$ cat src/rtl/ring_cmd_pkg.sv
package ring_cmd_pkg;

   localparam int ARG_SLOTS = 6;
   localparam int HDR_WORDS = 4;

   typedef enum logic [1:0] {
      KIND_UPDATE = 2'd0,
      KIND_FILL   = 2'd1,
      KIND_COPY   = 2'd2
   } req_kind_e;

   typedef enum logic [3:0] {
      S_IDLE, S_HRD, S_HCAP, S_EVAL, S_CMD,
      S_ORD, S_OCAP, S_DEC, S_REQ, S_REW
   } prs_state_e;

   // Words that follow an opcode in the stream
   function automatic logic [3:0] arg_count(input logic [31:0] op);
      case (op)
         32'd1, 32'd25: return 4'd4;
         32'd2:         return 4'd5;
         32'd3:         return 4'd6;
         32'd13:        return 4'd6;
         32'd14:        return 4'd7;
         32'd28:        return 4'd12;
         default:       return 4'd0;
      endcase
   endfunction

   function automatic logic emits_req(input logic [31:0] op);
      return (op == 32'd1) || (op == 32'd25) || (op == 32'd2) || (op == 32'd3);
   endfunction

   function automatic req_kind_e kind_of(input logic [31:0] op);
      case (op)
         32'd2:   return KIND_FILL;
         32'd3:   return KIND_COPY;
         default: return KIND_UPDATE;
      endcase
   endfunction

endpackage

$ cat src/rtl/ring_hdr_check.sv
module ring_hdr_check #(
   parameter int RING_BYTES = 65536,
   parameter int MIN_SPAN   = 10240,
   parameter int HDR_MIN    = 16,
   parameter int OFS_W      = 17
)(
   input  logic [31:0]      lo_i,
   input  logic [31:0]      hi_i,
   input  logic [31:0]      nxt_i,
   input  logic [31:0]      stp_i,
   output logic             ok_o,
   output logic [OFS_W-1:0] words_o
);
   logic             aligned, bounds, span;
   logic [OFS_W-1:0] diff;

   assign aligned = ((lo_i | hi_i | nxt_i | stp_i) & 32'd3) == 32'd0;
   assign bounds  = (lo_i >= 32'(HDR_MIN)) && (hi_i <= 32'(RING_BYTES)) &&
                    (lo_i < 32'(RING_BYTES)) && (nxt_i < 32'(RING_BYTES)) &&
                    (stp_i < 32'(RING_BYTES));
   assign span    = {1'b0, hi_i} >= ({1'b0, lo_i} + 33'(MIN_SPAN));
   assign ok_o    = aligned && bounds && span;

   // modular arithmetic is exact here because a valid ring is below 2**OFS_W bytes
   always_comb begin
      diff = nxt_i[OFS_W-1:0] - stp_i[OFS_W-1:0];
      if (nxt_i < stp_i)
         diff = diff + hi_i[OFS_W-1:0] - lo_i[OFS_W-1:0];
   end

   assign words_o = ok_o ? (diff >> 2) : '0;
endmodule

$ cat src/rtl/ring_stop_step.sv
module ring_stop_step #(
   parameter int OFS_W = 17
)(
   input  logic [OFS_W-1:0] stop_i,
   input  logic [OFS_W-1:0] lo_i,
   input  logic [OFS_W-1:0] hi_i,
   output logic [OFS_W-1:0] stop_o
);
   logic [OFS_W:0] inc;

   assign inc    = {1'b0, stop_i} + (OFS_W+1)'(4);
   assign stop_o = (inc >= {1'b0, hi_i}) ? lo_i : inc[OFS_W-1:0];
endmodule

$ cat src/rtl/cmd_ring_parser.sv
module cmd_ring_parser
   import ring_cmd_pkg::*;
#(
   parameter  int RING_BYTES = 65536,
   parameter  int MIN_SPAN   = 10240,
   parameter  int HDR_MIN    = 16,
   parameter  int MAX_CMDS   = 1024,
   localparam int OFS_W      = $clog2(RING_BYTES) + 1,
   localparam int MEM_AW     = OFS_W - 2,
   localparam int CNT_W      = $clog2(MAX_CMDS + 1),
   localparam int ARGS_W     = ARG_SLOTS * 32
)(
   input  logic              clk,
   input  logic              rst_n,
   input  logic              enable_i,
   input  logic              configured_i,
   input  logic              sync_i,
   input  logic              tick_i,
   output logic [MEM_AW-1:0] mem_addr_o,
   output logic              mem_rd_o,
   output logic              mem_we_o,
   output logic [31:0]       mem_wdata_o,
   input  logic [31:0]       mem_rdata_i,
   output logic              busy_o,
   output logic              req_valid_o,
   input  logic              req_ready_i,
   output logic [1:0]        req_kind_o,
   output logic [ARGS_W-1:0] req_args_o
);

   initial begin
      assert ((RING_BYTES >= 1024) && ((RING_BYTES & (RING_BYTES - 1)) == 0))
         else $error("RING_BYTES must be a power of two of at least 1024");
      assert (HDR_MIN >= 4 * HDR_WORDS) else $error("HDR_MIN must clear the header");
      assert (MIN_SPAN < RING_BYTES) else $error("MIN_SPAN too large");
      assert (MAX_CMDS > 0) else $error("MAX_CMDS must be positive");
   end

   prs_state_e       st_q;
   logic [1:0]       hidx_q;
   logic [31:0]      hdr_q [HDR_WORDS];
   logic [OFS_W-1:0] lo_q, hi_q, stop_q, start_q, len_q;
   logic [CNT_W-1:0] ncmd_q;
   logic [31:0]      op_q;
   logic [3:0]       need_q, aidx_q;
   logic             is_op_q;
   logic             hdr_ok, trig;
   logic [OFS_W-1:0] hdr_words, stop_nxt;

   assign trig = sync_i | tick_i;

   ring_hdr_check #(
      .RING_BYTES(RING_BYTES), .MIN_SPAN(MIN_SPAN),
      .HDR_MIN(HDR_MIN), .OFS_W(OFS_W)
   ) u_hdr (
      .lo_i(hdr_q[0]), .hi_i(hdr_q[1]), .nxt_i(hdr_q[2]), .stp_i(hdr_q[3]),
      .ok_o(hdr_ok), .words_o(hdr_words)
   );

   ring_stop_step #(.OFS_W(OFS_W)) u_step (
      .stop_i(stop_q), .lo_i(lo_q), .hi_i(hi_q), .stop_o(stop_nxt)
   );

   always_ff @(posedge clk or negedge rst_n) begin
      if (!rst_n) begin
         st_q    <= S_IDLE;
         hidx_q  <= '0;
         for (int i = 0; i < HDR_WORDS; i++) hdr_q[i] <= '0;
         lo_q    <= '0;
         hi_q    <= '0;
         stop_q  <= '0;
         start_q <= '0;
         len_q   <= '0;
         ncmd_q  <= '0;
         op_q    <= '0;
         need_q  <= '0;
         aidx_q  <= '0;
         is_op_q <= 1'b0;
      end else begin
         case (st_q)
            S_IDLE: if (trig && enable_i && configured_i) begin
               hidx_q <= '0;
               st_q   <= S_HRD;
            end
            S_HRD:  st_q <= S_HCAP;
            S_HCAP: begin
               hdr_q[hidx_q] <= mem_rdata_i;
               hidx_q        <= hidx_q + 2'd1;
               st_q          <= (hidx_q == 2'd3) ? S_EVAL : S_HRD;
            end
            S_EVAL: begin
               lo_q   <= hdr_q[0][OFS_W-1:0];
               hi_q   <= hdr_q[1][OFS_W-1:0];
               stop_q <= hdr_q[3][OFS_W-1:0];
               len_q  <= hdr_words;
               ncmd_q <= '0;
               st_q   <= hdr_ok ? S_CMD : S_IDLE;
            end
            S_CMD: begin
               if ((len_q == '0) || (ncmd_q == CNT_W'(MAX_CMDS))) begin
                  st_q <= S_IDLE;
               end else begin
                  start_q <= stop_q;
                  is_op_q <= 1'b1;
                  st_q    <= S_ORD;
               end
            end
            S_ORD:  st_q <= S_OCAP;
            S_OCAP: begin
               stop_q <= stop_nxt;
               len_q  <= len_q - 1'b1;
               if (is_op_q) begin
                  op_q   <= mem_rdata_i;
                  need_q <= arg_count(mem_rdata_i);
                  st_q   <= S_DEC;
               end else begin
                  aidx_q <= aidx_q + 4'd1;
                  if (aidx_q == need_q - 4'd1)
                     st_q <= emits_req(op_q) ? S_REQ : S_CMD;
                  else
                     st_q <= S_ORD;
               end
            end
            S_DEC: begin
               is_op_q <= 1'b0;
               aidx_q  <= '0;
               if (OFS_W'(need_q) > len_q) begin
                  st_q <= S_REW;
               end else begin
                  ncmd_q <= ncmd_q + 1'b1;
                  st_q   <= (need_q == 4'd0) ? S_CMD : S_ORD;
               end
            end
            S_REQ:  if (req_ready_i) st_q <= S_CMD;
            S_REW: begin
               stop_q <= start_q;
               st_q   <= S_IDLE;
            end
            default: st_q <= S_IDLE;
         endcase
      end
   end

   // one register per argument slot, loaded in stream order
   for (genvar g = 0; g < ARG_SLOTS; g++) begin : g_slot
      logic [31:0] slot_q;
      always_ff @(posedge clk or negedge rst_n) begin
         if (!rst_n)
            slot_q <= '0;
         else if ((st_q == S_OCAP) && !is_op_q && (aidx_q == 4'(g)))
            slot_q <= mem_rdata_i;
      end
      assign req_args_o[g*32 +: 32] = slot_q;
   end

   assign busy_o      = (st_q != S_IDLE);
   assign req_valid_o = (st_q == S_REQ);
   assign req_kind_o  = kind_of(op_q);
   assign mem_rd_o    = (st_q == S_HRD) || (st_q == S_ORD);
   assign mem_we_o    = (st_q == S_OCAP) || (st_q == S_REW);
   assign mem_wdata_o = 32'((st_q == S_REW) ? start_q : stop_nxt);

   always_comb begin
      case (st_q)
         S_HRD:   mem_addr_o = MEM_AW'(hidx_q);
         S_ORD:   mem_addr_o = stop_q[OFS_W-1:2];
         default: mem_addr_o = MEM_AW'(3);
      endcase
   end
endmodule

$ cat config.mk
export PLATFORM = sky130hd
export DESIGN_NAME = cmd_ring_parser
export DESIGN_NICKNAME = d
export VERILOG_FILES = /design/src/rtl/ring_cmd_pkg.sv /design/src/rtl/ring_hdr_check.sv /design/src/rtl/ring_stop_step.sv /design/src/rtl/cmd_ring_parser.sv
export SDC_FILE = /design/constraint.sdc
export NUM_CORES = 1
export LEC_CHECK = 0
export ABC_CLOCK_PERIOD_IN_PS = 4500
export BUFFER_PORTS_ARGS = -buffer_cell sky130_fd_sc_hd__buf_2
export CAP_MARGIN = 20
export CORE_UTILIZATION = 40
export CTS_CLUSTER_DIAMETER = 40
export DETAILED_ROUTE_END_ITERATION = 16
export GPL_ROUTABILITY_DRIVEN = 0
export SLEW_MARGIN = 20
export SYNTH_ARGS = -nofsm -noshare
export SYNTH_HDL_FRONTEND = slang
export SYNTH_HIERARCHICAL = 1
export SYNTH_SLANG_ARGS = --single-unit
$ cat constraint.sdc
create_clock -name clk -period 4.5 [get_ports clk]
set_clock_uncertainty 0.05 [all_clocks]
set_input_delay 0.675 -clock clk [delete_from_list [all_inputs] [get_ports clk]]
set_output_delay 0.675 -clock clk [all_outputs]
set_load 0.1 [all_outputs]
==> results of run 1 <==
==> cell families (layout without fill, tap and decap cells) <==
family,Yosys count,count (layout)
adders and majority gates,133,133
xor gates and xnor gates,64,64
other,2,19
DFF,463,463
muxes,422,422
and+or+nand+nor,524,524
AOI/OAI and AO/OA,222,222
buffers and inverters,223,609
==> registers in the layout, indices dropped and copies added (netlist names) <==
| signal | cells |
|---|---|
| aidx_q | 4 |
| g_slot.slot_q | 192 |
| hdr_q | 128 |
| hi_q | 17 |
| hidx_q | 2 |
| is_op_q | 1 |
| len_q | 17 |
| lo_q | 17 |
| ncmd_q | 11 |
| need_q | 4 |
| op_q | 32 |
| st_q | 4 |
| start_q | 17 |
| stop_q | 17 |
==> final timing paths <==
| check | start | end | slack, ns | cells after the start |
|---|---|---|---|---|
| min in group clk | req_ready_i | st_q[3]$_DFFE_PN0P_ | 0.28 | 2 |
| worst min-delay path | rst_n | g_slot[3].slot_q[5]$_DFFE_PN0P_ | 0.10 | 1 |
| worst max-delay path | stop_q[3]$_DFFE_PN0P_ | mem_wdata_o[16] | -0.31 | 14 |
| worst max register to register | hdr_q[32]$_DFFE_PN0P_ | len_q[14]$_DFFE_PN0P_ | -0.24 | 20 |
| worst min register to register | hi_q[3]$_DFFE_PN0P_ | hi_q[3]$_DFFE_PN0P_ | 0.43 | 2 |
| max in group asynchronous | rst_n | ncmd_q[4]$_DFFE_PN0P_ | 3.18 | 2 |
==> layout by cell type, fill, tap and decap left out, types with 13 or more instances in the layout <==
cell type,count
ha_1,112
a21oi_1,48
buf_4,75
xor2_1,27
a22oi_1,17
o21ai_0,31
nor2_1,97
clkbuf_16,88
nand4_1,33
o21a_1,13
inv_1,99
nor3_1,22
a31oi_1,23
buf_2,250
xnor2_1,31
nand3_1,31
fa_1,14
nand2_1,185
buf_12,23
dfrtp_1,462
mux2i_1,18
conb_1,17
nor4_1,42
mux2_4,34
clkbuf_8,14
and2_1,15
mux2_2,370
==> per-layer routing <==
layer,vias to the layer above,GRT usage,share of wire
met3,115,0.04270,0.050
met5,-,0,0
met2,439,0.3678,0.48
met4,0,0.09353,0.031
li1,7958,-,-
met1,8772,0.2903,0.44
==> through the flow <==
step	setup TNS (ns)	worst slack (ns)
floorplan	0	0.02172
global placement	-0.2521	-0.2521
finish	-4.764	-0.3079
detailed placement	-0.2797	-0.2797
CTS	-4.057	-0.2363
global route	-8.415	-0.4884
==> worst max-delay path, cell delays in order, from the launching register on <==
cell and delay (ns):
dfrtp_1 0.40, ha_4 0.17, nand4_1 0.19, buf_4 0.20
or4_1 0.51, xnor2_2 0.23, ha_4 0.25, nand2_1 0.08
a31oi_2 0.06, a211oi_4 0.30, buf_6 0.17, buf_12 0.12
mux2_4 0.31, mux2_4 0.30, buf_12 0.17
==> repair_timing <==
item / in CTS / in global routing
gates resized for setup: 115 / 21
setup buffers: 17 / 5
gates cloned: 2 / 0
endpoints found under the setup margin: 19 / 23
pin swaps: 16 / 8
==> cell type report <==
type / count / area, um^2 / area share
flip-flops and latches: 463 / 11590 / 0.3870
clock buffers: 114 / 2440 / 0.08149
multi-input cells: 1382 / 11680 / 0.3900
clock inverters: 40 / 505.5 / 0.01688
diodes: 2 / 5.005 / 0.0001672
repair buffers: 356 / 2385 / 0.07966
well taps: 773 / 967.2 / 0.03231
inverters: 99 / 371.6 / 0.01241
==> run summary, run 1 <==
The required time reported for the critical path endpoint is 3.77 ns. The number of synthesized register bits is between 400 and 500. The post-layout minimum cycle time came out at about 4.8 ns. For this block, the initial DRC count from the detailed router was 864. The number of warnings issued by yosys is 6. The post-synthesis share of cell area spent on full adders, half adders and majority gates is 0.07493. Counting instances in the post-synthesis netlist gives the leading cell types as 463 x dfrtp_1, 394 x mux2_2, 190 x nand2_1, 117 x ha_1, 100 x nor2_1. Among all flip-flop cells after synthesis, the most frequent one is dfrtp_1.

The global-route wire length before repair came out at 104600 um. The utilization of the core after routing came out at 0.5082. The register clock-pin slew on the reported worst setup and hold paths is 0.05 ns. The chip height came out at about 250 um. The run finished, with violations left. The share of synthesized area in the top cell type comes to 0.4866. The ratio of cells with drive above 1 in the final layout came out at 0.3961. The initial antenna violation count came out at 1. The startpoint class of the critical path is a flop. The placed instances occupy a cell area of about 26000 um^2. The part of the Yosys area used for sequential elements is 0.4866. The count of placed standard cells including taps came out at about 3.1k.

In this run the worst hold path is classified as in2async. The number of different library cells in the post-synthesis netlist is 84. In this run the count of I/O pins placed on the die edge is ~280.

The number of max-cap violations is 0. The maximum number of pins on one net before global-route repair came out at 113. Of all nets on the critical path, the largest fanout is 5.

The number of max-slew violations in the final report is 0. The aggregate global routing overflow came out at 0. The data arrival at the endpoint of the critical path is between 4 and 5 ns. The total global routing track utilization is 0.2247.

The H-tree was split into 3 levels. In this run, post-CTS hold repair placed 0 buffers. The average detailed-routed wire length per instance came out at 20.84 um. The synthesized-area fraction occupied by xor and xnor cells is 0.02354.

The smallest setup slack after layout is -0.3079 ns. In this run, CTS created clock tree buffers numbering 85. The number of instances in the synthesized netlist came out at 2053. The most area-hungry cell type in the Yosys netlist is dfrtp_1.

In the post-synthesis netlist, the biggest area contributors are dfrtp_1 49%, mux2_2 19%, ha_1 6.1%. The final count of negative-setup-slack endpoints came out at 18. The final reports fail on DRC, setup timing. After detailed routing, the number of remaining DRC violations is 4. The routed layout has about 17k vias.

The source-to-sink clock delay at the later pin of the worst-skew pair is 0.61 ns. The highest attainable clock frequency is 0.2080 GHz. The non-filler instance count after layout came out at 3229. The netlist area before placement is around 24000 um^2.

The pre-antenna-repair detailed-routing pass consisted of 11 iterations. The hold violation total from the final report came out at 0. The final worst-path cycle share came out at 1.068. The dominant combinational cell family by area after synthesis is multiplexers.

The critical path start-end classification is reg2out. The floorplan has 89 rows. Once detail routing completed, the nets flagged for antenna violations numbered 0. Yosys mapped a number of flops with a built-in enable equal to 0.

The via count of the first global-routing pass was between 15k and 20k. The die covers 60510 um^2. Setup repair after global routing could not meet its margin everywhere. The buffer levels on the longest clock path came out at 3. The layout filler cell count came out at 5204. The finished cells cover 29940 um^2. The CTS sink count came out at 463.

The final hold slack is 0.1027 ns. The total detailed-routing wirelength is ~67000 um. The transition time of the tightest slew-check pin is 1.059 ns. After synthesis, the share of flip-flops with an asynchronous set or reset is 1.000. The floorplan die width is 246.0 um. The share of the synthesized area in compound gates (AO/OA/AOI/OAI) is 0.06484.

The growth of design area from synthesis to finish is 25.74%. The initial standard-cell utilization of the core is 0.4042. The synthesized-area fraction occupied by and/or/nand/nor cells is 0.1095. Each instance of the synthesized netlist takes up on average 11.60 um^2.

Clock tree synthesis selected as its root buffer the cell clkbuf_16. The leading cell type by number of instances after synthesis is dfrtp_1. Input and output buffers added on the ports amount to approximately 270.

The net count of the finished layout is 2559. The detailed-route vias per instance came out at 5.353. The worst setup path is captured at an output pin. TritonCTS built the clock tree. The mux contribution to synthesized area came out at 0.2002. The post-DP HPWL came out at 46460 um. The total area inside the core boundary comes to 58910 um^2. The headroom to the max-slew limit came out at 0.2941.
Power of run 1 is not shown: default switching activity piles up to over one toggle a cycle in this logic, so the estimate is an artifact.
==> inputs of run 2 (changes only) <==
- BUFFER_PORTS_ARGS: -buffer_cell sky130_fd_sc_hd__buf_2 -> not set
- DONT_BUFFER_PORTS: not set -> 1
==> run summary, run 2 (synthesis results as in run 1) <==
The post-DP HPWL is 44830 um (was 46460 um). The endpoint type of the worst setup path was an output pin (unchanged). The H-tree depth came to 3 (unchanged). Top flop regs: g_slot.slot_q x192, hdr_q x128, op_q x32 (unchanged). The layout filler cell count came out at 5201 (was 5204). The area of the die came out at 60510 um^2 (unchanged). The required time reported for the critical path endpoint came out at 3.77 ns (about the same). The startpoint class of the critical path is a flop (unchanged). The via count of the first global-routing pass came to 17.04k (was 18.00k). The growth of design area from synthesis to finish came out at 21.19% (was 25.74%). The final hold slack came out at -0.2722 ns (was 0.1027 ns).

The final routed DRC violation total is 2 (was 4). The total negative setup slack came to -5.095 ns (was -4.764 ns). The CTS tree is yes (unchanged).

The number of buffers and inverters on the critical path came out at 3 (was 4). The maximum fanout count along the critical path is 7 (was 5). The headroom to the max-slew limit was 0.2240 (was 0.2941). The kind of cell adding the most delay to the critical path is simple AND/OR/NAND/NOR gates (unchanged). The hold violation total from the final report is 463 (was 0). The detailed-route vias per instance is 5.487 (was 5.353). Sequence of cells on the critical path: ha_2 -> nand4_1 -> nor2_2 -> nand4_1 -> xnor2_2 -> ha_1 -> o21ai_1 -> nor2_1 -> nor3_2 -> o21ai_2 -> a211oi_4 -> buf_6 -> buf_8 -> mux2_4 -> mux2_4 -> buf_12 (was ha_4 -> nand4_1 -> buf_4 -> or4_1 -> xnor2_2 -> ha_4 -> nand2_1 -> a31oi_2 -> a211oi_4 -> buf_6 -> buf_12 -> mux2_4 -> mux2_4 -> buf_12).

The post-layout minimum cycle time came out at 4.816 ns (was 4.808 ns). The CTS sink count was 463 (unchanged). The final cell area excluding filler cells is 28860 um^2 (was 29940 um^2). The final count of negative-setup-slack endpoints is 18 (unchanged).

The global-route wire length before repair came out at 101700 um (was 104600 um). The smallest setup slack after layout is -0.3159 ns (was -0.3079 ns). The final worst-path cycle share came out at 1.070 (was 1.068). The maximum number of pins on one net before global-route repair came out at 464 (was 113). Result of the run: finished with violations (unchanged). The highest-delay cell along the critical path was dfrtp_1 (was or4_1). The total cell area at the placement stage is 25400 um^2 (was 26220 um^2). The master cell of the clock root buffer is clkbuf_16 (unchanged).

The TritonCTS buffer count is 80 (was 85). The worst hold path class is in2async (unchanged). The buffer levels on the longest clock path is 3 (unchanged).

The number of nets with antenna violations after detailed routing came out at 0 (unchanged). The transition time of the tightest slew-check pin was 1.164 ns (was 1.059 ns). The critical path start-end classification is reg2out (unchanged). The initial antenna violation count was 1 (unchanged). The number of max-slew violations in the final report is 0 (unchanged). Unrepaired setup endpoints after global routing: yes (unchanged). The number of max-cap violations was 0 (unchanged).

The initial standard-cell utilization of the core is 0.4042 (unchanged). The total global routing track utilization was 0.2183 (was 0.2247). The ratio of cells with drive above 1 in the final layout is 0.3471 (was 0.3961). The number of core rows came out at 89 (unchanged). The area of the multi-input gates is 11820 um^2 (was 11680 um^2). The detailed-router iteration count before antenna repair came out at 13 (was 11).

The number of nets in the layout is 2329 (was 2559). The initial detailed-routing violation count came out at 995 (was 864). The utilization of the core after routing is 0.4898 (was 0.5082). The via count is 16.43k (was 17.28k). The aggregate global routing overflow is 0 (unchanged). Most frequent cells in the layout: 463 x dfrtp_1, 370 x mux2_2, 183 x nand2_1, 109 x ha_1, 105 x buf_4 (was 462 x dfrtp_1, 370 x mux2_2, 250 x buf_2, 185 x nand2_1, 112 x ha_1).

The floorplan die width is 246.0 um (unchanged). The number of flip-flops under the largest register name was 192 (unchanged). The count of buffers inserted at the top-level ports is 0 (was 268). The highest cell delay on the worst timing path is 0.35 ns (was 0.51 ns). The source-to-sink clock delay at the later pin of the worst-skew pair came to 0.62 ns (was 0.61 ns).

The area of the core came out at 58910 um^2 (unchanged). The chip height came to 246.0 um (unchanged). The largest register by flop count is g_slot.slot_q (unchanged). The area of all sequential standard cells is 11590 um^2 (about the same). The average detailed-routed wire length per instance is 22.07 um (was 20.84 um).

The register clock-pin slew on the reported worst setup and hold paths is 0.05 ns (about the same). The most common cell after layout, fill and taps aside is dfrtp_1 (unchanged). The number of diodes added for antenna fixing came out at 0 (was 2). The highest attainable clock frequency is 0.2076 GHz (was 0.2080 GHz). The total detailed-routing wirelength is 66090 um (was 67300 um).

The number of top-level pins is 284 (unchanged). Failing checks: DRC, hold timing, setup timing (was DRC, setup timing). The data arrival at the endpoint of the critical path came out at 4.09 ns (was 4.08 ns).
==> run 2: worst register-to-register path, cell delays in order, from the launching register on <==
cell	delay (ns)
dfrtp_1	0.37
inv_1	0.06
ha_2	0.20
fa_2	0.24
nor2b_4	0.05
o31a_4	0.27
o21a_1	0.22
o21a_1	0.19
o21a_1	0.17
or3_4	0.33
and2_4	0.17
fa_2	0.45
ha_4	0.31
nand4_1	0.12
o211ai_1	0.26
nand2_1	0.13
mux2i_1	0.15
or4_1	0.47
a21oi_1	0.15
nor2_1	0.06
a311oi_1	0.20
==> run 2: timing repair <==
item / CTS / global route
resized for setup: 32 / 57
pin swaps: 7 / 28
cloned: 0 / 1
endpoints found under the hold margin: 463 / 463
setup endpoints to repair: 20 / 25
buffers inserted: 9 / 11
==> run 2: metal layers <==
layer	wire length [um]	vias to the layer above	global-route usage
met5	0	-	0
met4	1684	0	0.07764
met3	3762	86	0.05120
met2	32080	418	0.3573
met1	28560	8429	0.2810
li1	-	7495	-
==> run 2: final cells by class <==
class	count	share of cell area
clock buffer	90	0.07384
timing repair buffer	131	0.04466
multi-input combinational	1382	0.4098
sequential	463	0.4015
inverter	99	0.01288
tap	773	0.03352
clock inverter	56	0.02381
==> run 2: through the flow <==
stage	worst slack [ns]	instances
after floorplan	0.02172	2068
after global placement	-0.1552	2826
after detailed placement	-0.2519	2827
after CTS	-0.1971	2982
after global routing	-0.4882	2994
final	-0.3159	2994
==> run 2: worst paths after layout <==
kind / from / endpoint / slack (ns) / cells after the start
max: stop_q[3]$_DFFE_PN0P_ / mem_wdata_o[14] / -0.32 / 16
min: rst_n / g_slot[3].slot_q[3]$_DFFE_PN0P_ / -0.27 / 0
max reg2reg: hdr_q[32]$_DFFE_PN0P_ / len_q[14]$_DFFE_PN0P_ / -0.20 / 20
min reg2reg: hi_q[3]$_DFFE_PN0P_ / hi_q[3]$_DFFE_PN0P_ / 0.42 / 2
max in group asynchronous: rst_n / g_slot[5].slot_q[19]$_DFFE_PN0P_ / 3.75 / 0
min in group clk: mem_rdata_i[18] / g_slot[2].slot_q[18]$_DFFE_PN0P_ / 0.14 / 1
Power of run 2 is left out for the same reason.
==> inputs of run 3 (changes only) <==
- ABC_AREA: not set -> 1
==> run summary, run 3 <==
The detailed-router iteration count before antenna repair came to 6 (was 13). The endpoint type of the worst setup path is an output pin (unchanged). Result of the run: finished with violations (unchanged). The final worst-path cycle share is 0.9639 (was 1.070). The source-to-sink clock delay at the later pin of the worst-skew pair came to 0.63 ns (was 0.62 ns). The most congested layer reported by global routing is met2 (unchanged).

The number of core rows was 90 (was 89). The number of flip-flops under the largest register name came out at 192 (unchanged). The chip height is 249.1 um (was 246.0 um). The met2 usage in global routing is 0.3762 (was 0.3573). The number of max-cap violations came out at 0 (unchanged). The maximum number of pins on one net before global-route repair came out at 464 (unchanged).

The number of max-slew violations in the final report is 260 (was 0). The leading cell type by number of instances after synthesis is nand2_1 (was dfrtp_1). The detailed-route vias per instance was 5.309 (was 5.487). The H-tree depth came out at 3 (unchanged). The post-layout minimum cycle time was 4.338 ns (was 4.816 ns). The synthesized area per cell came out at 8.294 um^2 (was 11.60 um^2). The buffer levels on the longest clock path came out at 3 (unchanged). The count of buffers inserted at the top-level ports came out at 0 (unchanged). The master cell of the clock root buffer is clkbuf_16 (unchanged).

The launch point of the worst reg-to-reg path is hdr_q[32]$_DFFE_PN0P_ (unchanged). The ratio of cells with drive above 1 in the final layout is 0.1201 (was 0.3471). The depth of the most critical reg-to-reg path came out at 23 (was 20). The netlist area before placement is 24430 um^2 (was 23810 um^2). The initial standard-cell utilization of the core is 0.4047 (was 0.4042). The final hold slack came out at -0.2891 ns (was -0.2722 ns). The number of synthesized flops with an enable pin came out at 0 (unchanged). The most common cell after layout, fill and taps aside is nand2_1 (was dfrtp_1).

Main area contributors after synthesis: dfrtp_1 47%, nand2_1 13%, o21ai_0 7.3% (was dfrtp_1 49%, mux2_2 19%, ha_1 6.1%). The highest attainable clock frequency came out at 0.2305 GHz (was 0.2076 GHz). The largest register by flop count is g_slot.slot_q (unchanged). The initial detailed-routing violation count came out at 1663 (was 995). The number of diodes added for antenna fixing came out at 0 (unchanged). The post-DP HPWL came out at 49840 um (was 44830 um).

The maximum fanout count along the critical path came to 5 (was 7). The TritonCTS buffer count came out at 76 (was 80). The hold violation total from the final report came out at 184 (was 463).

The initial antenna violation count is 1 (unchanged). Top flop regs: g_slot.slot_q x192, hdr_q x128, op_q x32 (unchanged). The area share of the largest cell type after synthesis came out at 0.4743 (was 0.4866). Failing checks: hold timing, slew limit (was DRC, hold timing, setup timing). The floorplan die width is 249.1 um (was 246.0 um). The final routed DRC violation total is 0 (was 2). The startpoint class of the critical path is a flop (unchanged).

The headroom to the max-slew limit is -0.3094 (was 0.2240). Most frequent cells in the layout: 852 x nand2_1, 458 x dfrtp_1, 352 x o21ai_0, 257 x inv_1, 155 x nor2_1 (was 463 x dfrtp_1, 370 x mux2_2, 183 x nand2_1, 109 x ha_1, 105 x buf_4). The number of nets with antenna violations after detailed routing is 0 (unchanged). The number of synthesized register bits came to 463 (unchanged). The transition time of the tightest slew-check pin is 1.964 ns (was 1.164 ns).

The CTS sink count is 463 (unchanged). The fraction of met3 tracks used by global routing is 0.05852 (was 0.05120). The startpoint of the worst setup timing path was stop_q[2]$_DFFE_PN0P_ (was stop_q[3]$_DFFE_PN0P_). The layout filler cell count is 5743 (was 5201). The via count of the first global-routing pass came out at 19.71k (was 17.04k). The aggregate global routing overflow came out at 0 (unchanged).

The internal reg-to-reg setup slack is 0.28 ns (was -0.20 ns). The area of the die came out at 62060 um^2 (was 60510 um^2). The number of top-level pins came to 284 (unchanged).

The CTS tree is yes (unchanged). The register clock-pin slew on the reported worst setup and hold paths came out at 0.05 ns (about the same). The average detailed-routed wire length per instance is 18.97 um (was 22.07 um).

The number of different library cells in the post-synthesis netlist came to 56 (was 84). The dominant synthesized flop cell is dfrtp_1 (unchanged). The data arrival at the endpoint of the critical path was 3.61 ns (was 4.09 ns). The worst setup path endpoint is mem_wdata_o[1] (was mem_wdata_o[14]).

The destination of the worst register-to-register timing path is len_q[11]$_DFFE_PN0P_ (was len_q[14]$_DFFE_PN0P_). The required time reported for the critical path endpoint came out at 3.77 ns (about the same). The growth of design area from synthesis to finish is 15.55% (was 21.19%). The area of the core is 60360 um^2 (was 58910 um^2).

The total detailed-routing wirelength is 71700 um (was 66090 um). The number of nets in the layout is 3107 (was 2329). The fraction of synthesis flops using an asynchronous set or reset pin came to 1.000 (unchanged). The met1 track demand over resource is 0.2921 (was 0.2810).

The utilization of the core after routing is 0.4676 (was 0.4898). Most common library cells after synthesis: 858 x nand2_1, 463 x dfrtp_1, 356 x o21ai_0, 257 x inv_1, 172 x nor2_1 (was 463 x dfrtp_1, 394 x mux2_2, 190 x nand2_1, 117 x ha_1, 100 x nor2_1). The most area-hungry cell type in the Yosys netlist was dfrtp_1 (unchanged). The global-route wire length before repair came to 111700 um (was 101700 um). The critical path start-end classification is reg2out (unchanged).

The worst hold path class is in2async (unchanged). The number of warnings issued by yosys came to 6 (unchanged). The part of the Yosys area used for sequential elements is 0.4743 (was 0.4866). The final count of negative-setup-slack endpoints is 0 (was 18).

The via count came out at 20.06k (was 16.43k). The number of instances in the synthesized netlist came out at 2945 (was 2053). The total global routing track utilization is 0.2295 (was 0.2183).
run 3: layout make-up:
class / count / area (um^2) / share of cell area
clock inverter: 52 / 777.0 / 0.02753
multi-input combinational: 2071 / 11330 / 0.4016
timing repair buffer: 45 / 455.4 / 0.01614
sequential: 463 / 11590 / 0.4107
clock buffer: 88 / 2037 / 0.07217
tap: 782 / 978.4 / 0.03467
inverter: 278 / 1050 / 0.03719
run 3: critical path, cell delays in order, from the launching register on:
cell     delay, ns
dfrtp_2       0.39
ha_1          0.21
nand2_2       0.10
nor2_4        0.18
nand2_1       0.13
o21ai_1       0.14
nand2_1       0.11
ha_1          0.30
nand2_1       0.05
inv_1         0.07
nand2_2       0.10
nor2_1        0.12
nand2_1       0.11
nand3_4       0.14
nand2_8       0.10
nand3_4       0.16
nand2_1       0.08
nand2_1       0.10
nand2_1       0.06
nand2_1       0.12
buf_6         0.22
run 3: per-layer routing:
| layer | wire, um | vias up |
|---|---|---|
| met5 | 0 | - |
| met3 | 5768 | 140 |
| li1 | - | 9528 |
| met4 | 2198 | 0 |
| met1 | 29940 | 9709 |
| met2 | 33790 | 685 |
run 3: through the flow:
stage	hold WS, ns	cell area (um^2)	TNS (ns)	worst slack [ns]	cells
after floorplan	0.3294	24480	0	0.08963	2960
after CTS	-0.3042	28020	0	0.003692	3775
after detailed placement	0.3476	25090	0	0.1717	3629
after global placement	0.3438	25090	0	0.2217	3629
final	-0.2891	28220	0	0.1624	3779
after global routing	-0.3103	28220	-0.1356	-0.06770	3779
run 3: worst min-delay path by stage:
| stage | slack [ns] | start | endpoint | depth (start not counted) |
|---|---|---|---|---|
| floorplan | 0.33 | rst_n | aidx_q[0]$_DFFE_PN0P_ | 0 |
| global placement | 0.34 | rst_n | start_q[7]$_DFFE_PN0P_ | 0 |
| detailed placement | 0.35 | rst_n | start_q[7]$_DFFE_PN0P_ | 0 |
| CTS | -0.30 | rst_n | start_q[7]$_DFFE_PN0P_ | 0 |
| global route | -0.31 | rst_n | start_q[10]$_DFFE_PN0P_ | 0 |
| finish | -0.29 | rst_n | start_q[7]$_DFFE_PN0P_ | 0 |
run 3: cells by family (layout without fill, tap and decap cells):
family                     Yosys count  after routing  share of synthesized area
xor gates and xnor gates            68             68                    0.02438
buffers and inverters              432            463                    0.07545
and+or+nand+nor                   1292           1298                     0.2262
muxes                                4              4                   0.001844
AOI/OAI and AO/OA                  551            551                     0.1244
adders and majority gates          133            133                    0.07305
DFF                                463            463                     0.4743
other                                2             17                  0.0003075
run 3: repair_timing:
action / CTS / global route
gates cloned: 5 / 1
gates resized for setup: 19 / 36
pin swaps: 3 / 6
setup endpoints to repair: 17 / 26
setup buffers: 1 / 3
hold endpoints to repair: 463 / 463
Power of run 3 is left out for the same reason.
